### config.mk
export PLATFORM = sky130hd
export DESIGN_NAME = fsb_status_gen
export DESIGN_NICKNAME = d
export VERILOG_FILES = /design/src/rtl/fsb_status_pkg.sv /design/src/rtl/fsb_rdsync.sv /design/src/rtl/fsb_bank.sv /design/src/rtl/fsb_status_gen.sv
export SDC_FILE = /design/constraint.sdc
export NUM_CORES = 1
export LEC_CHECK = 0
export BUFFER_PORTS_ARGS = -buffer_cell sky130_fd_sc_hd__clkbuf_2
export CORE_UTILIZATION = 59
export DETAILED_ROUTE_END_ITERATION = 10
export PLACE_DENSITY = 0.81
export SLEW_MARGIN = 20
export SYNTH_ARGS = -nofsm -noshare
export SYNTH_HDL_FRONTEND = slang
export SYNTH_HIERARCHICAL = 1
export SYNTH_SLANG_ARGS = --single-unit
### constraint.sdc
create_clock -name clk -period 3.15 [get_ports clk]
set_input_delay 0.315 -clock clk [delete_from_list [all_inputs] [get_ports clk]]
set_output_delay 0.315 -clock clk [all_outputs]
set_load 0.05 [all_outputs]
### src/rtl/fsb_status_pkg.sv
package fsb_status_pkg;

   typedef enum logic [2:0] {
      ST_IDLE  = 3'd0,
      ST_PROG  = 3'd1,
      ST_ERTO  = 3'd2,
      ST_ERASE = 3'd3,
      ST_SUSP  = 3'd4,
      ST_SPROG = 3'd5,
      ST_PROT  = 3'd6
   } bank_st_t;

   typedef enum logic [1:0] {
      CT_GO     = 2'd0,
      CT_DONE   = 2'd1,
      CT_SUSP   = 2'd2,
      CT_RESUME = 2'd3
   } ctl_op_t;

   localparam int unsigned PROG_PULSES  = 4;
   localparam int unsigned ERASE_PULSES = 6;

endpackage

### src/rtl/fsb_rdsync.sv
module fsb_rdsync #(
   parameter int unsigned STAGES = 2
) (
   input  logic clk,
   input  logic rst_n,
   input  logic rd_n_i,
   output logic fall_o
);
   if (STAGES < 2) begin : g_bad_stages
      $error("fsb_rdsync: STAGES must be at least 2");
   end

   logic [STAGES-1:0] sh_q;
   logic              lvl_prev_q;

   always_ff @(posedge clk or negedge rst_n) begin
      if (!rst_n) begin
         sh_q       <= '1;
         lvl_prev_q <= 1'b1;
      end else begin
         sh_q       <= {sh_q[STAGES-2:0], rd_n_i};
         lvl_prev_q <= sh_q[STAGES-1];
      end
   end

   assign fall_o = lvl_prev_q & ~sh_q[STAGES-1];

endmodule

### src/rtl/fsb_bank.sv
module fsb_bank
   import fsb_status_pkg::*;
#(
   parameter int unsigned PROT_PROG_CYC  = 250,
   parameter int unsigned PROT_ERASE_CYC = 100000
) (
   input  logic       clk,
   input  logic       rst_n,
   input  logic       wr_hit_i,
   input  logic       wr_erase_i,
   input  logic       wr_prot_i,
   input  logic       wr_d7_i,
   input  logic       ctl_hit_i,
   input  logic [1:0] ctl_op_i,
   input  logic       rd_fall_i,
   output logic       stat_o,
   output logic       dq7_o,
   output logic       dq6_o
);
   localparam int unsigned MAXC = (PROT_PROG_CYC > PROT_ERASE_CYC) ? PROT_PROG_CYC : PROT_ERASE_CYC;
   localparam int unsigned TW   = $clog2(MAXC + 1);

   if (PROT_PROG_CYC < 1 || PROT_ERASE_CYC < 1) begin : g_bad_win
      $error("fsb_bank: protected windows must be at least one cycle");
   end

   bank_st_t       st_q, st_d;
   logic [TW-1:0]  tmr_q, tmr_d;
   logic [2:0]     cnt_q;
   logic           kind_q, d7_q, tgl_q;
   logic           accept, last, toggling;
   logic [2:0]     need;
   ctl_op_t        op;

   assign op       = ctl_op_t'(ctl_op_i);
   assign need     = (wr_erase_i && st_q == ST_IDLE) ? 3'(ERASE_PULSES) : 3'(PROG_PULSES);
   assign accept   = wr_hit_i && (st_q == ST_IDLE || (st_q == ST_SUSP && !wr_erase_i));
   assign last     = accept && (cnt_q + 3'd1 == need);
   assign toggling = (st_q == ST_PROG) || (st_q == ST_ERTO) || (st_q == ST_ERASE) ||
                     (st_q == ST_SPROG) || (st_q == ST_PROT);

   always_comb begin
      st_d  = st_q;
      tmr_d = tmr_q;
      unique case (st_q)
         ST_IDLE: if (last) begin
            if (wr_prot_i) begin
               st_d  = ST_PROT;
               tmr_d = wr_erase_i ? TW'(PROT_ERASE_CYC) : TW'(PROT_PROG_CYC);
            end else begin
               st_d = wr_erase_i ? ST_ERTO : ST_PROG;
            end
         end
         ST_PROG:  if (ctl_hit_i && op == CT_DONE) st_d = ST_IDLE;
         ST_ERTO: if (ctl_hit_i) begin
            if (op == CT_GO)        st_d = ST_ERASE;
            else if (op == CT_DONE) st_d = ST_IDLE;
         end
         ST_ERASE: if (ctl_hit_i) begin
            if (op == CT_DONE)      st_d = ST_IDLE;
            else if (op == CT_SUSP) st_d = ST_SUSP;
         end
         ST_SUSP: begin
            if (last)                                st_d = ST_SPROG;
            else if (ctl_hit_i && op == CT_RESUME)   st_d = ST_ERASE;
         end
         ST_SPROG: if (ctl_hit_i && op == CT_DONE) st_d = ST_SUSP;
         ST_PROT: begin
            tmr_d = tmr_q - TW'(1);
            if (tmr_q == TW'(1)) st_d = ST_IDLE;
         end
         default: st_d = ST_IDLE;
      endcase
   end

   always_ff @(posedge clk or negedge rst_n) begin
      if (!rst_n) begin
         st_q   <= ST_IDLE;
         tmr_q  <= '0;
         cnt_q  <= '0;
         kind_q <= 1'b0;
         d7_q   <= 1'b0;
         tgl_q  <= 1'b0;
      end else begin
         st_q  <= st_d;
         tmr_q <= tmr_d;
         if (accept) cnt_q <= last ? 3'd0 : cnt_q + 3'd1;
         if (last) begin
            kind_q <= wr_erase_i;
            if (!wr_erase_i) d7_q <= wr_d7_i;
         end
         if (last && st_q == ST_IDLE)       tgl_q <= 1'b0;
         else if (rd_fall_i && toggling)    tgl_q <= ~tgl_q;
      end
   end

   assign stat_o = (st_q != ST_IDLE);
   assign dq7_o  = (st_q == ST_PROG || st_q == ST_SPROG || (st_q == ST_PROT && !kind_q)) ? ~d7_q : 1'b0;
   assign dq6_o  = tgl_q;


   tgl_step_chk: assert property (@(posedge clk) disable iff (!rst_n)
      $changed(tgl_q) |-> ($past(rd_fall_i) || $past(st_q) == ST_IDLE));

   susp_hold_chk: assert property (@(posedge clk) disable iff (!rst_n)
      (st_q == ST_SUSP) |=> $stable(tgl_q));

   prot_exit_chk: assert property (@(posedge clk) disable iff (!rst_n)
      (st_q == ST_PROT) |=> (st_q == ST_PROT || st_q == ST_IDLE));

   tmr_live_chk: assert property (@(posedge clk) disable iff (!rst_n)
      (st_q == ST_PROT) |-> (tmr_q != '0));

   busy_ignore_chk: assert property (@(posedge clk) disable iff (!rst_n)
      (st_q == ST_PROG && wr_hit_i) |=> $stable(d7_q));

endmodule

### src/rtl/fsb_status_gen.sv
module fsb_status_gen
   import fsb_status_pkg::*;
#(
   parameter int unsigned NBANKS         = 2,
   parameter int unsigned DW             = 8,
   parameter int unsigned SYNC_STAGES    = 2,
   parameter int unsigned PROT_PROG_CYC  = 250,
   parameter int unsigned PROT_ERASE_CYC = 100000,
   localparam int unsigned BW            = (NBANKS > 1) ? $clog2(NBANKS) : 1
) (
   input  logic          clk,
   input  logic          rst_n,
   input  logic          wr_pulse,
   input  logic [BW-1:0] wr_bank,
   input  logic          wr_erase,
   input  logic          wr_prot,
   input  logic [DW-1:0] wr_data,
   input  logic          ctl_valid,
   input  logic [BW-1:0] ctl_bank,
   input  logic [1:0]    ctl_op,
   input  logic          rd_n,
   input  logic [BW-1:0] rd_bank,
   input  logic [DW-1:0] array_data,
   output logic [DW-1:0] rd_data
);
   if (NBANKS < 2) begin : g_bad_banks
      $error("fsb_status_gen: NBANKS must be at least 2");
   end
   if (DW < 8) begin : g_bad_dw
      $error("fsb_status_gen: DW must be at least 8");
   end

   logic              rd_fall;
   logic [NBANKS-1:0] stat, dq7, dq6;

   fsb_rdsync #(.STAGES(SYNC_STAGES)) u_sync (
      .clk    (clk),
      .rst_n  (rst_n),
      .rd_n_i (rd_n),
      .fall_o (rd_fall)
   );

   for (genvar b = 0; b < NBANKS; b++) begin : g_bank
      fsb_bank #(
         .PROT_PROG_CYC  (PROT_PROG_CYC),
         .PROT_ERASE_CYC (PROT_ERASE_CYC)
      ) u_bank (
         .clk        (clk),
         .rst_n      (rst_n),
         .wr_hit_i   (wr_pulse && wr_bank == BW'(b)),
         .wr_erase_i (wr_erase),
         .wr_prot_i  (wr_prot),
         .wr_d7_i    (wr_data[7]),
         .ctl_hit_i  (ctl_valid && ctl_bank == BW'(b)),
         .ctl_op_i   (ctl_op),
         .rd_fall_i  (rd_fall && rd_bank == BW'(b)),
         .stat_o     (stat[b]),
         .dq7_o      (dq7[b]),
         .dq6_o      (dq6[b])
      );
   end

   always_comb begin
      rd_data = array_data;
      for (int b = 0; b < NBANKS; b++) begin
         if (rd_bank == BW'(b) && stat[b])
            rd_data = {dq7[b], dq6[b], {(DW-2){1'b0}}};
      end
   end

endmodule

After elaboration in Yosys (flattened, before gate mapping)
Index checks and enable logic that the tools add are counted.
{ "word_totals": {"reg_bits": 55, "output_inout_bits": 8, "elab_cells": 167} }
{ "op_classes": {"addsub": 4, "n_eq_ne": 39, "n_mux": 42, "bitwise": 10, "n_reduce_logical": 58} }
{ "ops": {"columns": ["cell", "count"], "rows": [
  ["3-bit two-way mux", 23],
  ["17-bit two-way mux", 4],
  ["17-bit case mux with 2 select lines", 2],
  ["3-bit case mux with 7 select lines", 2],
  ["17-bit by 1-bit equality test with 1-bit output (second input constant)", 2],
  ["17-bit by 1-bit subtractor with 17-bit output (second input constant)", 2],
  ["1-bit logical AND", 26],
  ["3-bit equality test (second input constant)", 6],
  ["9-bit AND reduction", 2],
  ["8-bit two-way mux", 2],
  ["2-bit != test (second input constant)", 8],
  ["1-bit logical OR", 14],
  ["3-bit by 2-bit equality test with 1-bit output (second input constant)", 4],
  ["2-bit by 1-bit != test with 1-bit output (second input constant)", 6],
  ["3-bit != test (second input constant)", 4],
  ["1-bit inverter", 9],
  ["2-bit nonzero test", 4],
  ["3-bit by 1-bit adder with 3-bit output (second input constant)", 2],
  ["3-bit by 1-bit equality test with 1-bit output (second input constant)", 2],
  ["3-bit equality test", 2],
  ["3-bit logical NOT", 2],
  ["1-bit two-way mux", 6],
  ["2-bit two-way mux", 3],
  ["3-bit by 2-bit != test with 1-bit output (second input constant)", 2],
  ["other kinds (8)", 14]
]} }

Logic depth before layout (Yosys ltp)
Gate-level depths: netlist (run 1).
{ "depth": {"word_depth": 8, "depth_mapped": 7} }

Modules after synthesis
Netlist (run 1), hierarchy kept.
{ "by_module_without_submodules": {"columns": ["module", "instances", "cells_per_inst", "area_each_um2", "seq_area_each_um2"], "rows": [
  ["fsb_bank at g_bank[1].u_bank", 1, 195, 1661.6, 650.6],
  ["fsb_bank at g_bank[0].u_bank", 1, 194, 1616.6, 650.6],
  ["fsb_status_gen", 1, 19, 148.9, 0.0],
  ["fsb_rdsync", 1, 4, 92.6, 78.8]
]} }

Worst setup path before layout (run 1)
No wires, ideal clock.
{ "synth_path": {"path_type": "register to register", "from": "register g_bank[0].u_bank.tmr_q[0]", "to": "register g_bank[0].u_bank.tmr_q[12]", "setup_ns": 0.124, "arrival_ns": 2.244, "required_time_ns": 3.026, "slack_ns": 0.782, "stages_incl_launch_ff": 8, "synth_period_minus_slack_ns": 2.368, "cell_sequence": "dfrtp_1 -> inv_1 -> ha_1 -> or3b_1 -> or3_4 -> or4_1 -> and3_1 -> a211o_1"} }
{ "synth_via": {"elab_chain_cells": 2} }
{ "synth_lines": {"columns": ["item", "line", "text"], "rows": [
  ["from (decl)", "fsb_bank.sv:28", "logic [TW-1:0] tmr_q, tmr_d;"],
  ["from (signal assigned)", "fsb_bank.sv:86", "tmr_q <= tmr_d;"],
  ["17-bit by 1-bit subtractor with 17-bit output", "fsb_bank.sv:69", "tmr_d = tmr_q - TW'(1);"],
  ["17-bit case mux with 2 select lines", "fsb_bank.sv:45", "unique case (st_q)"]
]} }
No other way between the ends.
A chain may end at the register's enable or synchronous reset.

Worst setup path in the final report (run 1)
{ "layout_path": {"from": "register g_bank[0].u_bank.st_q[0]", "to": "output port rd_data[1]"} }
{ "layout_via": {"elab_chain_cells": 4} }
{ "layout_lines": {"columns": ["item", "line", "text"], "rows": [
  ["from (decl)", "fsb_bank.sv:27", "bank_st_t st_q, st_d;"],
  ["from (signal assigned)", "fsb_bank.sv:85", "st_q <= st_d;"],
  ["3-bit nonzero test", "fsb_bank.sv:97", "assign stat_o = (st_q != ST_IDLE);"],
  ["via stat[0]", "fsb_status_gen.sv:34", "logic [NBANKS-1:0] stat, dq7, dq6;"],
  ["1-bit logical AND", "fsb_status_gen.sv:66", "if (rd_bank == BW'(b) && stat[b])"],
  ["8-bit two-way mux (2 in a row)", "fsb_status_gen.sv:66", null],
  ["to (decl)", "fsb_status_gen.sv:24", "output logic [DW-1:0] rd_data"]
]} }
The timed path passes the listed nets, and every way through them passes these cells.

==> results.sh, run 1 <==
export IMPL_place_hpwl_mm=5.45
export IMPL_gr_usage_all_layers_pct=27.2
export IMPL_worst_clock_skew_ps=5.31
export IMPL_clock_path_buffers=2
export IMPL_synth_yosys_seq_area_share_pct=39.2
export IMPL_synthTopCellsByCount="dfrtp_1, nor2_1, o21ai_0"
export IMPL_endpoint_kind="output port"
export IMPL_drv_slew=0
export IMPL_dieHeight_um=79.2
export IMPL_clk_root_buffer_cell="clkbuf_8"
export IMPL_start_util_pct=62.4
export IMPL_coreArea_um2=5640
export IMPL_syn_avg_cell_area_um2=8.54
export IMPL_htreeDepth=2
export IMPL_status="completed"
export IMPL_rsz0062_at_grt="false"
export IMPL_layout_nets=470
export IMPL_critPathLaunchType="flop"
export IMPL_synth_cell_area_um2=3520
export IMPL_max_stage_delay_ps=580
export IMPL_postSynthCellCount=412
export IMPL_clkTransAtPathRegs_ps=100
export IMPL_cp_slowest_cell="dfrtp_1"
export IMPL_grt_max_degree=32
export IMPL_tns_ps=0
export IMPL_place_congestion=0.825
export IMPL_finalSetupViolCount=0
export IMPL_yosys_area_top_type="dfrtp_1"
export IMPL_antenna_cells=0
export IMPL_crit_start="g_bank[0].u_bank/st_q[0]$_DFFE_PN0P_"
export IMPL_cts_sinks=55
export IMPL_die_x_um=79.2
export IMPL_cts_tree="built"
export IMPL_hp_class="in -> async"
export IMPL_wl_per_cell_um=15.2
export IMPL_grt_pass1_vias=3013
export IMPL_drive_above_1_share_pct=15.6
export IMPL_slew_headroom_pct=47.1
export IMPL_overflow=0
export IMPL_cts_resized=0
export IMPL_viasPerCell=6.27
export IMPL_grt_pass1_wl_mm=13.6
export IMPL_synth_cell_types=66
export IMPL_maxCapViolations=0
export IMPL_synth_edf_count=0
export IMPL_drt_iter0_markers=224
export IMPL_routed_wl_mm=7.75
export IMPL_r2r_start="g_bank[0].u_bank/tmr_q[0]$_DFFE_PN0P_"
export IMPL_p_per_area_nw_per_um2=828
export IMPL_holdWs_ps=72.6
export IMPL_max_freq_ghz=0.396
export IMPL_hold_viol=0
export IMPL_cp_data_required_time_ps=2830
export IMPL_min_period_over_period_pct=80.2
export IMPL_synthTopCellsByArea="dfrtp_1, o21ai_0, nor2_1"
export IMPL_synth_seq_cells=55
export IMPL_synth_nets=446
export IMPL_synth_ff_type="dfrtp_1"
export IMPL_first_pass_iters=4
export IMPL_synth_top_area_share_pct=37.0
export IMPL_num_rows=27
export IMPL_yosys_cell_count_top_type="dfrtp_1"
export IMPL_cts_setup_buffers=0
export IMPL_crit_buf_inv=1
export IMPL_path_delay_family="simple AND/OR/NAND/NOR gates"
export IMPL_nFillCells=448
export IMPL_layout_min_cycle_time_ps=2530
export IMPL_ant_nets=0
export IMPL_portBuffers=28
export IMPL_path_max_fanout=20
export IMPL_path_cells="or3_1, mux2i_1, and2_1, clkbuf_2"
export IMPL_vias=3189
export IMPL_hold_buffers=0
export IMPL_tightestPinTransition_ps=793
export IMPL_synth_warnings=6
export IMPL_antenna_found_initial=0
export IMPL_drcViolationCount=0
export IMPL_vdd_drop_max_mv=0.446
export IMPL_io_pins=36
export IMPL_clk_insertion_delay_late_ps=310
export IMPL_critPathKind="reg -> out"
export IMPL_postSynth_asyncResetShare_pct=100
export IMPL_cts_inserted_buffers=5
export IMPL_p_leak_nw=1.61
export IMPL_syn2layout_area_growth_pct=8.25
export IMPL_die_area_um2=6280
export IMPL_critPathArrivalTime_ps=2210
[cell type report]
class / instances / area, um^2 / area share (%)
multi-input cells: 328 / 2020 / 53.1
flip-flops and latches: 55 / 1380 / 36.2
repair buffers: 35 / 193 / 5.06
well taps: 72 / 90.1 / 2.36
clock buffers: 7 / 76.3 / 2.00
inverters: 11 / 41.3 / 1.08
clock inverters: 1 / 5.00 / 0.131
[cells by family (layout without fill, tap and decap cells)]
family / count (synthesis) / count (layout) / share of synthesized area (%)
compound gates: 124 / 124 / 22.1
xor+xnor: 6 / 6 / 1.49
fa+ha+maj: 6 / 6 / 2.13
buf+inv: 29 / 54 / 3.27
flops: 55 / 55 / 39.2
mux: 14 / 14 / 4.23
simple gates: 178 / 178 / 27.5
[cell usage in the layout, fill, tap and decap left out, drive strengths merged, types with 3 or more instances in the layout]
master   count
nor4         6
o31ai        6
and2        11
or3          6
nand2b       5
nor4b        4
or2          4
mux2i        7
nand2       38
a221oi       3
a21oi       30
o21ai       43
clkbuf      35
dfrtp       52
dfstp        3
nor2b        5
and3b        3
nand4        7
a31oi        8
o22ai        3
a2bb2oi      3
mux2         7
xnor2        4
ha           6
and3         6
buf          7
nor2        44
inv         11
or4          4
nor3        18
nand3        9
[path summary, 6_finish.rpt]
| check | to | slack, ps | cells past startpoint |
|---|---|---|---|
| setup / recovery | rd_data[1] | 620 | 4 |
| hold / removal | g_bank[0].u_bank/cnt_q[2]$_DFFE_PN0P_ | 70 | 1 |
| setup reg to reg | g_bank[0].u_bank/tmr_q[12]$_DFFE_PN0P_ | 650 | 7 |
| hold reg to reg | u_sync/sh_q[1]$_DFF_PN1_ | 360 | 0 |
| max in group asynchronous | g_bank[1].u_bank/st_q[2]$_DFFE_PN0P_ | 2240 | 2 |
| min in group clk | u_sync/sh_q[0]$_DFF_PN1_ | 80 | 1 |
[per-layer routing]
metal	track usage (%)	vias up	part of all wire, %
met4	7.45	0	0.68
met2	45.6	92	49
met5	0	-	0
li1	-	1580	-
met1	36.6	1513	46
met3	3.68	4	4.6
[state kept, by name, indices dropped and copies added, names as in the netlist]
register / cells
g_bank.u_bank/kind_q: 2
g_bank.u_bank/d7_q: 2
g_bank.u_bank/tmr_q: 34
u_sync/lvl_prev_q: 1
g_bank.u_bank/cnt_q: 6
g_bank.u_bank/st_q: 6
g_bank.u_bank/dq6_o: 2
u_sync/sh_q: 2
[metrics by stage]
stage               instances  setup slack (ps)  power (W)  utilization (%)  instance area [um^2]
floorplan                 412               782    0.00243                -                  3520
global placement          501               707    0.00270             66.1                  3730
detailed placement        501               665    0.00277             66.1                  3730
CTS                       509               589    0.00316             67.5                  3810
global route              509               490    0.00343             67.5                  3810
finish                    509               623    0.00315             67.5                  3810
[power breakdown]
part | switching, W | internal [W]
sequential | 0.000343 | 0.000963
combinational | 0.000888 | 0.000580
clock | 0.000223 | 0.000157
total | 0.00145 | 0.00170
No activity file was read; power rests on OpenSTA's default activity.
==> run 2, diff against run 1 <==
--- a/config.mk
+++ b/config.mk
@@ -6,9 +6,9 @@
 export NUM_CORES = 1
 export LEC_CHECK = 0
 export BUFFER_PORTS_ARGS = -buffer_cell sky130_fd_sc_hd__clkbuf_2
-export CORE_UTILIZATION = 59
+export CORE_UTILIZATION = 54
 export DETAILED_ROUTE_END_ITERATION = 10
-export PLACE_DENSITY = 0.81
+export PLACE_DENSITY = 0.78
 export SLEW_MARGIN = 20
 export SYNTH_ARGS = -nofsm -noshare
 export SYNTH_HDL_FRONTEND = slang
==> constraint.sdc (replaced) <==
create_clock -name clk -period 2 [get_ports clk]
set_input_delay 0.2 -clock clk [delete_from_list [all_inputs] [get_ports clk]]
set_output_delay 0.2 -clock clk [all_outputs]
set_load 0.05 [all_outputs]
==> results.sh, run 2 (same netlist as run 1, synthesis figures left out) <==
export IMPL_die_area_um2=6850
export IMPL_hold_viol=0
export IMPL_viasPerCell=6.40
export IMPL_hp_start="wr_data[7]"
export IMPL_vias=3757
export IMPL_top_regs="g_bank.u_bank/tmr_q: 34 flops, g_bank.u_bank/cnt_q: 6 flops, g_bank.u_bank/st_q: 6 flops"
export IMPL_cts_tree="built"
export IMPL_rsz0062_at_grt="true"
export IMPL_dieHeight_um=82.7
export IMPL_cp_data_required_time_ps=2210
export IMPL_fin_util_pct=74.7
export IMPL_overflow=0
export IMPL_rr_endpoint="g_bank[0].u_bank/tmr_q[12]$_DFFE_PN0P_"
export IMPL_path_cells="inv_2, ha_4, or3b_4, or3_4, or4_4, and3_4, a211o_1"
export IMPL_start_util_pct=55.7
export IMPL_p_leak_nw=2.04
export IMPL_endpoint_kind="flop"
export IMPL_r2r_start="g_bank[0].u_bank/tmr_q[1]$_DFFE_PN0P_"
export IMPL_holdWs_ps=146
export IMPL_critical_path_cell_count=7
export IMPL_place_congestion=0.850
export IMPL_die_x_um=82.7
export IMPL_r2r_worst_path_cells=7
export IMPL_hp_class="in -> reg"
export IMPL_critPathArrivalTime_ps=2430
export IMPL_portBuffers=28
export IMPL_io_pins=36
export IMPL_antenna_found_initial=0
export IMPL_p_per_area_nw_per_um2=1390
export IMPL_coreArea_um2=6310
export IMPL_slew_headroom_pct=65.2
export IMPL_tightestPinTransition_ps=518
export IMPL_gr_usage_all_layers_pct=26.7
export IMPL_worst_clock_skew_ps=14.9
export IMPL_min_period_over_period_pct=111
export IMPL_largest_reg_flops=34
export IMPL_nFillCells=400
export IMPL_place_hpwl_mm=6.37
export IMPL_routed_wl_mm=10.2
export IMPL_clk_insertion_delay_late_ps=320
export IMPL_cp_slowest_cell="or4_4"
export IMPL_antenna_cells=0
export IMPL_htreeDepth=2
export IMPL_layout_nets=544
export IMPL_worst_hold_path_num_cells=2
export IMPL_max_stage_delay_ps=420
export IMPL_final_cell_mix="buf_4, dfrtp_1, o21ai_0"
export IMPL_path_delay_family="simple AND/OR/NAND/NOR gates"
export IMPL_hold_end="g_bank[0].u_bank/d7_q$_DFFE_PN0P_"
export IMPL_drt_iter0_markers=308
export IMPL_layout_commonest_cell="buf_4"
export IMPL_drcViolationCount=0
export IMPL_crit_buf_inv=1
export IMPL_max_freq_ghz=0.452
export IMPL_failed_checks="negative setup slack"
export IMPL_cts_inserted_buffers=5
export IMPL_clock_path_buffers=2
export IMPL_grt_pass1_vias=3208
export IMPL_syn2layout_area_growth_pct=33.9
export IMPL_cts_sinks=55
export IMPL_wl_per_cell_um=17.3
export IMPL_drive_above_1_share_pct=36.1
export IMPL_critPathKind="reg -> reg"
export IMPL_finalSetupViolCount=9
export IMPL_grt_pass1_wl_mm=14.1
export IMPL_first_pass_iters=5
export IMPL_placed_cell_area_um2=4170
export IMPL_ant_nets=0
export IMPL_drv_slew=0
export IMPL_tns_ps=-408
export IMPL_rrSetupSlack_ps=-210
export IMPL_critPathLaunchType="flop"
export IMPL_grt_max_degree=36
export IMPL_design_area_um2=4710
export IMPL_regMostFlops="g_bank.u_bank/tmr_q"
export IMPL_vdd_drop_max_mv=1.14
export IMPL_clkTransAtPathRegs_ps=100
export IMPL_timing_final_ws_setup_ps=-214
export IMPL_path_max_fanout=3
export IMPL_clk_root_buffer_cell="clkbuf_8"
export IMPL_num_rows=29
export IMPL_status="complete, but fails checks"
export IMPL_layout_min_cycle_time_ps=2210
export IMPL_maxCapViolations=0
run 2: cell types whose count changed in the layout (fill, tap and decap cells not counted), moves of 4 or more:
cell	previous run	this run
dfrtp_1	52	48
nor2_2	0	4
and2_4	0	7
buf_8	0	6
buf_6	0	7
buf_4	7	74
and2_1	10	3
dfrtp_2	0	4
nor2_1	44	38
clkbuf_2	28	20
run 2: area by class of cell:
| cell class | count | area (um^2) | area share, % |
|---|---|---|---|
| clock inverter | 1 | 30.0 | 0.637 |
| clock buffer | 6 | 72.6 | 1.54 |
| multi-input combinational | 328 | 2240 | 47.6 |
| timing repair buffer | 109 | 845 | 17.9 |
| sequential | 55 | 1390 | 29.4 |
| inverter | 11 | 41.3 | 0.876 |
| tap | 77 | 96.3 | 2.04 |
run 2: where the power goes:
part	internal, W	leakage (nW)	switching [W]
clock network	0.000368	0.0513	0.000373
logic	0.00187	1.32	0.00199
registers	0.00153	0.675	0.000406
run 2: worst max path at each step:
stage                                          startpoint                                      to  slack, ps
finish              g_bank[0].u_bank/tmr_q[1]$_DFFE_PN0P_  g_bank[0].u_bank/tmr_q[12]$_DFFE_PN0P_       -210
global route        g_bank[0].u_bank/tmr_q[1]$_DFFE_PN0P_  g_bank[0].u_bank/tmr_q[12]$_DFFE_PN0P_       -270
CTS                 g_bank[0].u_bank/tmr_q[1]$_DFFE_PN0P_  g_bank[0].u_bank/tmr_q[12]$_DFFE_PN0P_       -210
detailed placement  g_bank[0].u_bank/tmr_q[1]$_DFFE_PN0P_  g_bank[0].u_bank/tmr_q[12]$_DFFE_PN0P_       -320
global placement    g_bank[0].u_bank/tmr_q[1]$_DFFE_PN0P_  g_bank[0].u_bank/tmr_q[12]$_DFFE_PN0P_       -280
floorplan           g_bank[0].u_bank/tmr_q[0]$_DFFE_PN0P_  g_bank[0].u_bank/tmr_q[12]$_DFFE_PN0P_       -330
run 2: what timing repair did:
item | in CTS | in global routing
hold endpoints to repair | 53 | 0
resized for setup | 25 | 61
setup endpoints to repair | 14 | 32
hold buffers | 2 | 0
pin swaps | 4 | 14
cloned | 0 | 0
setup buffers | 4 | 13
run 2: routing by layer:
metal | up-vias | wire length, um | track usage [%] | part of all wire, %
met5 | - | 0 | 0 | 0
li1 | 1713 | - | - | -
met1 | 1823 | 4190 | 34.6 | 41
met2 | 180 | 4990 | 46.0 | 49
met4 | 0 | 346 | 8.45 | 3.4
met3 | 41 | 653 | 3.52 | 6.4
run 2: metrics by stage:
step / power (W) / setup slack, ps / instances
2_1_floorplan: 0.00387 / -329 / 412
3_3_place_gp: 0.00489 / -281 / 561
3_5_place_dp: 0.00503 / -322 / 561
4_1_cts: 0.00596 / -212 / 574
5_1_grt: 0.00696 / -272 / 587
6_report: 0.00654 / -214 / 587
==> run 3, diff against run 2 <==
--- a/config.mk
+++ b/config.mk
@@ -5,10 +5,12 @@
 export SDC_FILE = /design/constraint.sdc
 export NUM_CORES = 1
 export LEC_CHECK = 0
+export ABC_AREA = 1
 export BUFFER_PORTS_ARGS = -buffer_cell sky130_fd_sc_hd__clkbuf_2
 export CORE_UTILIZATION = 54
 export DETAILED_ROUTE_END_ITERATION = 10
-export PLACE_DENSITY = 0.78
+export PLACE_DENSITY = 0.77
+export SETUP_SLACK_MARGIN = 0.02
 export SLEW_MARGIN = 20
 export SYNTH_ARGS = -nofsm -noshare
 export SYNTH_HDL_FRONTEND = slang
==> results.sh, run 3 <==
export IMPL_status="completed"
export IMPL_synth_warnings=6
export IMPL_p_leak_nw=2.20
export IMPL_first_pass_iters=4
export IMPL_tns_ps=0
export IMPL_wl_met2_mm=4.04
export IMPL_num_rows=30
export IMPL_r2r_worst_path_cells=9
export IMPL_synth_top_area_share_pct=33.3
export IMPL_final_cell_mix="nand2_1, nor2_1, inv_1"
export IMPL_gr_usage_all_layers_pct=22.9
export IMPL_postSynth_asyncResetShare_pct=100
export IMPL_die_x_um=87.0
export IMPL_min_period_over_period_pct=93.9
export IMPL_ant_nets=0
export IMPL_clk_insertion_delay_late_ps=300
export IMPL_maxCapViolations=0
export IMPL_hp_start="wr_data[7]"
export IMPL_regMostFlops="g_bank.u_bank/tmr_q"
export IMPL_antenna_found_initial=0
export IMPL_finalSetupViolCount=0
export IMPL_vdd_drop_max_mv=0.825
export IMPL_fin_util_pct=62.4
export IMPL_place_congestion=0.907
export IMPL_grt_max_degree=56
export IMPL_overflow=0
export IMPL_routed_wl_mm=8.11
export IMPL_grt_pass1_vias=3280
export IMPL_tightestPinTransition_ps=354
export IMPL_drive_above_1_share_pct=16.0
export IMPL_htreeDepth=2
export IMPL_largest_reg_flops=34
export IMPL_synthTopCellsByArea="dfrtp_1, nand2_1, nor2_1"
export IMPL_worst_hold_path_num_cells=3
export IMPL_synthTopCellsByCount="nand2_1, nor2_1, inv_1"
export IMPL_wl_met3_um=191
export IMPL_synth_edf_count=0
export IMPL_hold_viol=0
export IMPL_drv_slew=0
export IMPL_critPathLaunchType="flop"
export IMPL_rr_endpoint="g_bank[1].u_bank/tmr_q[6]$_DFFE_PN0P_"
export IMPL_postSynthCellCount=567
export IMPL_hp_class="in -> reg"
export IMPL_synth_cell_types=33
export IMPL_slew_headroom_pct=76.3
export IMPL_place_hpwl_mm=6.10
export IMPL_synth_nets=601
export IMPL_layout_commonest_cell="nand2_1"
export IMPL_wl_per_cell_um=11.6
export IMPL_rsz0062_at_grt="true"
export IMPL_antenna_cells=0
export IMPL_synth_seq_cells=55
export IMPL_wl_met1_mm=3.81
export IMPL_hold_end="g_bank[1].u_bank/d7_q$_DFFE_PN0P_"
export IMPL_clkTransAtPathRegs_ps=100
export IMPL_layout_nets=633
export IMPL_cts_inserted_buffers=5
export IMPL_r2r_start="g_bank[1].u_bank/cnt_q[0]$_DFFE_PN0P_"
export IMPL_cp_data_required_time_ps=1800
export IMPL_yosys_area_top_type="dfrtp_1"
export IMPL_critPathKind="reg -> out"
export IMPL_path_max_fanout=5
export IMPL_io_pins=36
export IMPL_grt_pass1_wl_mm=14.0
export IMPL_endpoint_kind="output port"
export IMPL_viasPerCell=5.05
export IMPL_clock_path_buffers=2
export IMPL_drcViolationCount=0
export IMPL_max_freq_ghz=0.533
export IMPL_layout_min_cycle_time_ps=1880
export IMPL_highest_layer="met4"
export IMPL_cts_tree="built"
export IMPL_rrSetupSlack_ps=200
export IMPL_top_regs="g_bank.u_bank/tmr_q: 34 flops, g_bank.u_bank/cnt_q: 6 flops, g_bank.u_bank/st_q: 6 flops"
export IMPL_drt_iter0_markers=136
export IMPL_yosys_cell_count_top_type="nand2_1"
export IMPL_portBuffers=28
export IMPL_syn_avg_cell_area_um2=6.88
export IMPL_worst_clock_skew_ps=10.7
export IMPL_die_area_um2=7570
export IMPL_synth_cell_area_um2=3900
export IMPL_start_util_pct=56.8
export IMPL_synth_yosys_seq_area_share_pct=35.4
export IMPL_cts_sinks=55
export IMPL_critPathArrivalTime_ps=1680
export IMPL_coreArea_um2=6870
export IMPL_vias=3512
export IMPL_syn2layout_area_growth_pct=9.84
export IMPL_synth_ff_type="dfrtp_1"
export IMPL_clk_root_buffer_cell="clkbuf_8"
export IMPL_dieHeight_um=87.0
export IMPL_p_per_area_nw_per_um2=1500
[run 3: cell count changes in the layout (fill, tap and decap cells not counted), sizes merged, moves of 14 or more]
cell	before	now
a21oi	30	6
nand3	9	54
buf	87	12
nor3	18	4
nor2	44	85
nand2	38	186
inv	11	75
xor2	2	16
[run 3: worst max-delay path by stage]
stage	startpoint	end	slack (ps)	cells after the start
3_5_place_dp	g_bank[0].u_bank/cnt_q[0]$_DFFE_PN0P_	g_bank[0].u_bank/tmr_q[7]$_DFFE_PN0P_	150	11
6_report	g_bank[0].u_bank/st_q[0]$_DFFE_PN0P_	rd_data[6]	120	8
3_3_place_gp	g_bank[0].u_bank/cnt_q[0]$_DFFE_PN0P_	g_bank[0].u_bank/tmr_q[7]$_DFFE_PN0P_	200	10
5_1_grt	g_bank[1].u_bank/st_q[1]$_DFFE_PN0P_	rd_data[6]	10	9
2_1_floorplan	g_bank[1].u_bank/st_q[1]$_DFFE_PN0P_	rd_data[0]	100	8
4_1_cts	g_bank[0].u_bank/st_q[1]$_DFFE_PN0P_	rd_data[7]	10	9
[run 3: logic make-up (layout without fill, tap and decap cells)]
kind of cell	count (synthesis)	count (layout)	synth area share [%]
compound gates	59	59	8.21
xor+xnor	23	23	5.16
fa+ha+maj	6	6	1.92
buf+inv	88	121	10.3
flops	55	55	35.4
simple gates	336	336	39.1
[run 3: routing by layer]
| layer | global-route usage (%) | vias to the layer above |
|---|---|---|
| li1 | - | 1832 |
| met1 | 29.9 | 1628 |
| met2 | 40.2 | 45 |
| met3 | 3.22 | 7 |
| met4 | 5.00 | 0 |
| met5 | 0 | - |
[run 3: timing repair]
item,CTS,global route
gates resized for setup,9,23
hold buffers,2,0
pin swaps,0,4
setup buffers,0,1
endpoints found under the hold margin,53,0
endpoints found under the setup margin,8,12
gates cloned,0,0
[run 3: worst max-delay path, stage by stage (launching register included)]
cell and delay [ps]:
dfrtp_1 420, inv_2 120, nand2_4 90, nor2_4 150, inv_2 100, nand2_2 110
nand3_1 80, nand2_1 70, clkbuf_4 220
[run 3: metrics by stage]
step / power, W / cell area, um^2 / setup WS [ps] / instances / hold slack [ps]
final: 0.00644 / 4290 / 123 / 696 / 172
after floorplan: 0.00507 / 3900 / 98.9 / 567 / -95.6
after CTS: 0.00638 / 4240 / 14.8 / 695 / 155
after global routing: 0.00710 / 4290 / 10.8 / 696 / 152
after global placement: 0.00555 / 4110 / 201 / 685 / 224
after detailed placement: 0.00569 / 4110 / 152 / 685 / 225
[run 3: area by class of cell]
cell class | instances | area (um^2)
clock inverters | 1 | 5.00
well taps | 96 | 120
inverters | 78 | 303
fillers | 621 | 2580
flip-flops and latches | 55 | 1390
clock buffers | 7 | 86.3
repair buffers | 35 | 241
multi-input cells | 424 | 2150
[run 3: where the power goes]
group / switching [W] / internal (W)
registers: 0.000542 / 0.00162
clock network: 0.000347 / 0.000280
logic: 0.00235 / 0.00130
